## config.mk

```make
export PLATFORM = sky130hd
export DESIGN_NAME = gain_word_decoder
export DESIGN_NICKNAME = d
export VERILOG_FILES = /design/src/rtl/gwd_pkg.sv /design/src/rtl/gwd_sync.sv /design/src/rtl/gwd_shifter.sv /design/src/rtl/gwd_strobe.sv /design/src/rtl/gwd_regbank.sv /design/src/rtl/gain_word_decoder.sv
export SDC_FILE = /design/constraint.sdc
export NUM_CORES = 1
export LEC_CHECK = 0
export ABC_CLOCK_PERIOD_IN_PS = 2900
export BUFFER_PORTS_ARGS = -buffer_cell sky130_fd_sc_hd__buf_2
export CAP_MARGIN = 30
export CORE_MARGIN = 5
export CORE_UTILIZATION = 50
export DETAILED_ROUTE_END_ITERATION = 8
export PLACE_DENSITY = 0.84
export SLEW_MARGIN = 20
export SYNTH_ARGS = -nofsm -noshare
export SYNTH_HDL_FRONTEND = slang
export SYNTH_SLANG_ARGS = --single-unit
export TNS_END_PERCENT = 10
```

## constraint.sdc

```tcl
create_clock -name clk -period 2.9 [get_ports clk]
set_input_delay 0.58 -clock clk [delete_from_list [all_inputs] [get_ports clk]]
set_output_delay 0.58 -clock clk [all_outputs]
set_load 0.05 [all_outputs]
```

## src/rtl/gwd_pkg.sv

```systemverilog
// Package: shared defaults for the serial gain-control word decoder.
// Assumes the word layout is: enable marker, device bit, channel index, gain code
// (most significant field first), so the word width follows from the other sizes.
package gwd_pkg;
    parameter int unsigned GWD_CODE_W      = 4;  // bits per gain code
    parameter int unsigned GWD_N_CH        = 4;  // number of channel registers
    parameter int unsigned GWD_SYNC_STAGES = 2;  // synchronizer depth for every input

    // Width of the channel index field for a given channel count (at least 1).
    function automatic int unsigned gwd_ch_bits(input int unsigned n_ch);
        return (n_ch < 2) ? 1 : $clog2(n_ch);
    endfunction
endpackage

```

## src/rtl/gwd_sync.sv

```systemverilog
// Module: gwd_sync
// Brings a bundle of asynchronous single-bit inputs into the system clock domain
// through a chain of STAGES flops per bit. Assumes each bit is independent and
// that RST_VAL gives the idle level of each bit, so no false edge follows reset.
module gwd_sync #(
    parameter int unsigned   W       = 1,
    parameter int unsigned   STAGES  = 2,
    parameter logic [W-1:0]  RST_VAL = '0
) (
    input  logic         clk,
    input  logic         rst_n,
    input  logic [W-1:0] d_i,
    output logic [W-1:0] q_o
);
    logic [W-1:0] stg_q [STAGES];

    // Shift every input bit through the synchronizer chain.
    always_ff @(posedge clk) begin
        if (!rst_n) begin
            for (int i = 0; i < int'(STAGES); i++) stg_q[i] <= RST_VAL;
        end else begin
            stg_q[0] <= d_i;
            for (int i = 1; i < int'(STAGES); i++) stg_q[i] <= stg_q[i-1];
        end
    end

    assign q_o = stg_q[STAGES-1];
endmodule

```

## src/rtl/gwd_shifter.sv

```systemverilog
// Module: gwd_shifter
// Holds the most recent WORD_W serial bits. On each rising edge of the
// synchronized serial clock it shifts left and places the data bit in the LSB,
// so the first bit sent ends up as the MSB. Older bits fall off the top.
// Assumes the data input is already synchronized with the same latency as the clock.
module gwd_shifter #(
    parameter int unsigned WORD_W = 8
) (
    input  logic              clk,
    input  logic              rst_n,
    input  logic              sclk_s,
    input  logic              sdat_s,
    output logic [WORD_W-1:0] word_o
);
    logic sclk_q;
    logic sclk_rise;

    assign sclk_rise = sclk_s & ~sclk_q;

    // Remember the previous serial clock level for edge detection.
    always_ff @(posedge clk) begin
        if (!rst_n) sclk_q <= 1'b0;
        else        sclk_q <= sclk_s;
    end

    // Shift one data bit in on every serial clock rising edge.
    always_ff @(posedge clk) begin
        if (!rst_n)         word_o <= '0;
        else if (sclk_rise) word_o <= {word_o[WORD_W-2:0], sdat_s};
    end
endmodule

```

## src/rtl/gwd_strobe.sv

```systemverilog
// Module: gwd_strobe
// Produces a one-cycle commit pulse when either load strobe returns to idle:
// the falling edge of the active-high strobe or the rising edge of the
// active-low strobe. Assumes the unused strobe is held at its idle level.
module gwd_strobe (
    input  logic clk,
    input  logic rst_n,
    input  logic stb_hi_s,
    input  logic stb_lo_n_s,
    output logic commit_o
);
    logic hi_q;
    logic lo_n_q;

    // Keep the previous strobe levels; reset to the idle levels.
    always_ff @(posedge clk) begin
        if (!rst_n) begin
            hi_q   <= 1'b0;
            lo_n_q <= 1'b1;
        end else begin
            hi_q   <= stb_hi_s;
            lo_n_q <= stb_lo_n_s;
        end
    end

    // A strobe returning to idle on either pin is a commit.
    always_comb begin
        commit_o = (hi_q & ~stb_hi_s) | (~lo_n_q & stb_lo_n_s);
    end
endmodule

```

## src/rtl/gwd_regbank.sv

```systemverilog
// Module: gwd_regbank
// Screens a completed word and writes its gain code into one channel register.
// A write happens only on a commit pulse when the enable marker is 1 and the
// device bit matches dev_sel_i. Code zero marks a channel as muted.
// Assumes N_CH >= 2 and WORD_W = 2 + channel-index width + CODE_W.
module gwd_regbank #(
    parameter int unsigned N_CH   = 4,
    parameter int unsigned CODE_W = 4,
    parameter int unsigned WORD_W = 8
) (
    input  logic                     clk,
    input  logic                     rst_n,
    input  logic                     commit_i,
    input  logic [WORD_W-1:0]        word_i,
    input  logic                     dev_sel_i,
    output logic [N_CH*CODE_W-1:0]   gain_o,
    output logic [N_CH-1:0]          mute_o
);
    localparam int unsigned CH_W    = WORD_W - 2 - CODE_W;
    localparam int unsigned EN_BIT  = WORD_W - 1;
    localparam int unsigned DEV_BIT = WORD_W - 2;

    logic              accept;
    logic [CH_W-1:0]   ch_idx;
    logic [CODE_W-1:0] new_code;

    // Screen the word against the enable marker and the device select level.
    always_comb begin
        accept   = commit_i & word_i[EN_BIT] & (word_i[DEV_BIT] == dev_sel_i);
        ch_idx   = word_i[CODE_W +: CH_W];
        new_code = word_i[CODE_W-1:0];
    end

    for (genvar g = 0; g < int'(N_CH); g++) begin : g_ch
        logic [CODE_W-1:0] code_q;

        // Load this channel's code when an accepted word addresses it.
        always_ff @(posedge clk) begin
            if (!rst_n)                                  code_q <= '0;
            else if (accept && (ch_idx == CH_W'(g)))     code_q <= new_code;
        end

        assign gain_o[g*CODE_W +: CODE_W] = code_q;
        assign mute_o[g]                  = (code_q == '0);
    end
endmodule

```

## src/rtl/gain_word_decoder.sv

```systemverilog
// Module: gain_word_decoder (top)
// Serial gain-control word decoder: synchronizes the serial clock, data, both
// load strobes and the device select into clk, assembles 8-bit words MSB first,
// and commits a screened word to one of four channel gain registers when a
// strobe returns to idle. Assumes clk is several times faster than the
// shortest serial clock phase and strobe pulse.
module gain_word_decoder
    import gwd_pkg::*;
#(
    parameter int unsigned CODE_W      = GWD_CODE_W,
    parameter int unsigned N_CH        = GWD_N_CH,
    parameter int unsigned SYNC_STAGES = GWD_SYNC_STAGES
) (
    input  logic                   clk,
    input  logic                   rst_n,
    input  logic                   ser_clk_i,
    input  logic                   ser_dat_i,
    input  logic                   strb_hi_i,
    input  logic                   strb_lo_n_i,
    input  logic                   dev_sel_i,
    output logic [N_CH*CODE_W-1:0] gain_o,
    output logic [N_CH-1:0]        mute_o
);
    localparam int unsigned CH_W   = gwd_ch_bits(N_CH);
    localparam int unsigned WORD_W = 2 + CH_W + CODE_W;
    localparam int unsigned N_IN   = 5;
    // Idle levels in order {serial clock, data, high strobe, low strobe, select}.
    localparam logic [N_IN-1:0] IN_IDLE = 5'b0_0_0_1_0;

    logic              sclk_s, sdat_s, stb_hi_s, stb_lo_n_s, sel_s;
    logic [WORD_W-1:0] word_q;
    logic              commit_evt;

    gwd_sync #(
        .W       (N_IN),
        .STAGES  (SYNC_STAGES),
        .RST_VAL (IN_IDLE)
    ) u_sync (
        .clk   (clk),
        .rst_n (rst_n),
        .d_i   ({ser_clk_i, ser_dat_i, strb_hi_i, strb_lo_n_i, dev_sel_i}),
        .q_o   ({sclk_s, sdat_s, stb_hi_s, stb_lo_n_s, sel_s})
    );

    gwd_shifter #(
        .WORD_W (WORD_W)
    ) u_shift (
        .clk    (clk),
        .rst_n  (rst_n),
        .sclk_s (sclk_s),
        .sdat_s (sdat_s),
        .word_o (word_q)
    );

    gwd_strobe u_strobe (
        .clk        (clk),
        .rst_n      (rst_n),
        .stb_hi_s   (stb_hi_s),
        .stb_lo_n_s (stb_lo_n_s),
        .commit_o   (commit_evt)
    );

    gwd_regbank #(
        .N_CH   (N_CH),
        .CODE_W (CODE_W),
        .WORD_W (WORD_W)
    ) u_bank (
        .clk       (clk),
        .rst_n     (rst_n),
        .commit_i  (commit_evt),
        .word_i    (word_q),
        .dev_sel_i (sel_s),
        .gain_o    (gain_o),
        .mute_o    (mute_o)
    );
endmodule

```

==> results.sh <==
export IMPL_outcome="finished, final reports clean"
export IMPL_critical_path_buf_inv_count=1
export IMPL_worst_setup_path_type="reg -> out"
export IMPL_finalHoldViolCount=0
export IMPL_fin_setup_tns_ps=0
export IMPL_design_die_area_um2=3880
export IMPL_drt_iter0_drc=53
export IMPL_ios=27
export IMPL_worstPathCellList="nor4_1, buf_2"
export IMPL_rows=19
export IMPL_fmaxAchievable_ghz=0.536
export IMPL_finalMaxSlewViolations=0
export IMPL_start_kind="flop"
export IMPL_synth_edf_count=0
export IMPL_drive_gt1_frac=0.248
export IMPL_path_max_fanout=3
export IMPL_dieWidth_um=62.3
export IMPL_cpLargestDelayFamily="flip-flops"
export IMPL_wl_per_cell_um=13.1
export IMPL_grt_pass1_wl_um=4490
export IMPL_r2r_start="u_strobe.lo_n_q$_SDFF_PN1_"
export IMPL_post_cts_buffers=0
export IMPL_utilization=0.584
export IMPL_crit_start="u_bank.g_ch[2].code_q[1]$_SDFFE_PN0P_"
export IMPL_cts_tree="built"
export IMPL_postSynthAreaPerCell_um2=10.3
export IMPL_drc=0
export IMPL_cts_max_level=2
export IMPL_grt_pass1_vias=1031
export IMPL_cp_required_ps=2320
export IMPL_synth_main_ff_cell="dfxtp_1"
export IMPL_ant_nets=0
export IMPL_clockBufferDepth=2
export IMPL_syn_nets=140
export IMPL_slowest_delay_ps=350
export IMPL_gp_congestion=0.746
export IMPL_ctsHoldBuffers=0
export IMPL_finalClockSkew_ps=9.87
export IMPL_p_leak_uw=0.000609
export IMPL_io_buffers=26
export IMPL_start_util=0.509
export IMPL_clk_pin_slew_worst_paths_ps=110
export IMPL_cts_root_buf="clkbuf_4"
export IMPL_numClockSinks=37
export IMPL_rsz0062_at_grt="no"
export IMPL_antenna_found_initial=0
export IMPL_antenna_cells=0
export IMPL_synthCells=133
export IMPL_synthArstFlopShare=0
export IMPL_numCtsBuffers=5
export IMPL_area_delta_synth_final_pct=14.7
export IMPL_worst_slew_pin_slew_ps=579
export IMPL_hold_path_startpoint="strb_lo_n_i"
export IMPL_layoutNonFillerInstCount=192
export IMPL_fin_hold_ws_ps=416
export IMPL_place_inst=184
export IMPL_coreArea_um2=2690
export IMPL_power_density_nw_per_um2=511
export IMPL_crit_path_end_kind="output port"
export IMPL_period_share=0.644
export IMPL_dp_hpwl_um=1800
export IMPL_grt_use_total=0.144
export IMPL_dr_pass1_iters=4
export IMPL_finalCriticalPeriod_ps=1870
export IMPL_fin_nets=167
export IMPL_ys_seq_area_frac=0.542
export IMPL_ys_seq_elements=37
export IMPL_clock_latency_ps=340
export IMPL_chipHeight_um=62.3
export IMPL_slew_headroom=0.614
export IMPL_grt_max_degree=42
export IMPL_synth_warning_count=0
export IMPL_critical_path_arrival_ps=1290
export IMPL_ir_drop_mv=0.476
export IMPL_wirelength_um=2520
export IMPL_drt_vias_per_instance=5.09
export IMPL_hold_path_class="in -> reg"
export IMPL_max_cap_viol_count=0
export IMPL_finalSetupViolCount=0
export IMPL_netlist_area_um2=1370
export IMPL_cp_slowest_cell="dfxtp_1"
export IMPL_gr_total_overflow=0
export IMPL_ctsResizeCount=0
export IMPL_netlist_cell_type_count=17
export IMPL_vias=978
## path summary, 6_finish.rpt
kind,end,slack (ps),cells after the start
setup / recovery,mute_o[2],1030,2
hold / removal,u_sync.stg_q[0][1]$_SDFF_PN1_,420,2
setup reg to reg,u_bank.g_ch[2].code_q[2]$_SDFFE_PN0P_,1490,3
hold reg to reg,u_sync.stg_q[0][6]$_SDFF_PN1_,420,1
## sequential cells by signal (all words and copies together) (netlist names)
| signal | flops |
|---|---|
| u_strobe.hi_q | 1 |
| u_strobe.lo_n_q | 1 |
| u_sync.stg_q | 10 |
| u_shift.sclk_q | 1 |
| u_shift.word_o | 8 |
| u_bank.g_ch.code_q | 16 |
## synthesized netlist by cell type (all sizes together), types with 2 or more instances
cell | n | area [um^2]
a211oi | 3 | 52.6
a21boi | 8 | 60.1
and2 | 10 | 62.6
clkbuf | 6 | 22.5
dfxtp | 37 | 741
mux2i | 16 | 160
nand2 | 36 | 135
nand2b | 6 | 40.0
nand3b | 2 | 15.0
nor4 | 4 | 25.0
## routing by layer
metal	GRT usage	share of wire	vias up
li1	-	-	499
met1	0.152	0.42	449
met2	0.242	0.50	28
met3	0.0613	0.067	2
met4	0.0743	0.0095	0
met5	0	0	-
## power by group
| part | total [uW] | leakage [uW] | switching [uW] | internal, uW |
|---|---|---|---|---|
| Combinational | 23.8 | 0.000278 | 14.4 | 9.40 |
| Clock | 260 | 0.0000310 | 169 | 91.4 |
| Sequential | 518 | 0.000300 | 2.56 | 516 |
## metrics by stage
| stage | area (um^2) | power, uW | worst slack (ps) |
|---|---|---|---|
| 2_1_floorplan | 1370 | 547 | 243 |
| 3_3_place_gp | 1510 | 553 | 1360 |
| 3_5_place_dp | 1510 | 554 | 1310 |
| 4_1_cts | 1570 | 810 | 1010 |
| 5_1_grt | 1570 | 840 | 957 |
| 6_report | 1570 | 802 | 1030 |
## layout by cell type, fill, tap and decap left out
cell	synthesis	final
a211o_4	1	1
or3b_1	1	1
mux2i_1	16	16
xor2_2	1	1
and2_1	10	10
nand2b_1	5	5
buf_2	0	26
nor2b_1	1	1
clkinv_2	0	2
dfxtp_1	37	37
nand2b_2	1	1
nand3_1	1	1
nand3b_1	2	2
nand2_1	36	36
clkinvlp_4	0	1
clkbuf_4	0	5
a211oi_4	2	2
a211oi_2	1	1
a21boi_0	8	8
nor4_1	4	4
## logic make-up after synthesis
kind of cell	synth area share
simple gates	0.218
flops	0.542
mux	0.117
compound gates	0.0952
buf+inv	0.0165
xor+xnor	0.0119
## final cells by class
type | instances | area, um^2
Timing Repair Buffer | 26 | 130
Clock buffer | 5 | 37.5
Tap cell | 31 | 38.8
Multi-Input combinational cell | 90 | 604
Sequential cell | 37 | 741
Fill cell | 237 | 1120
Clock inverter | 3 | 17.5
No activity file was read; power rests on OpenSTA's default activity.
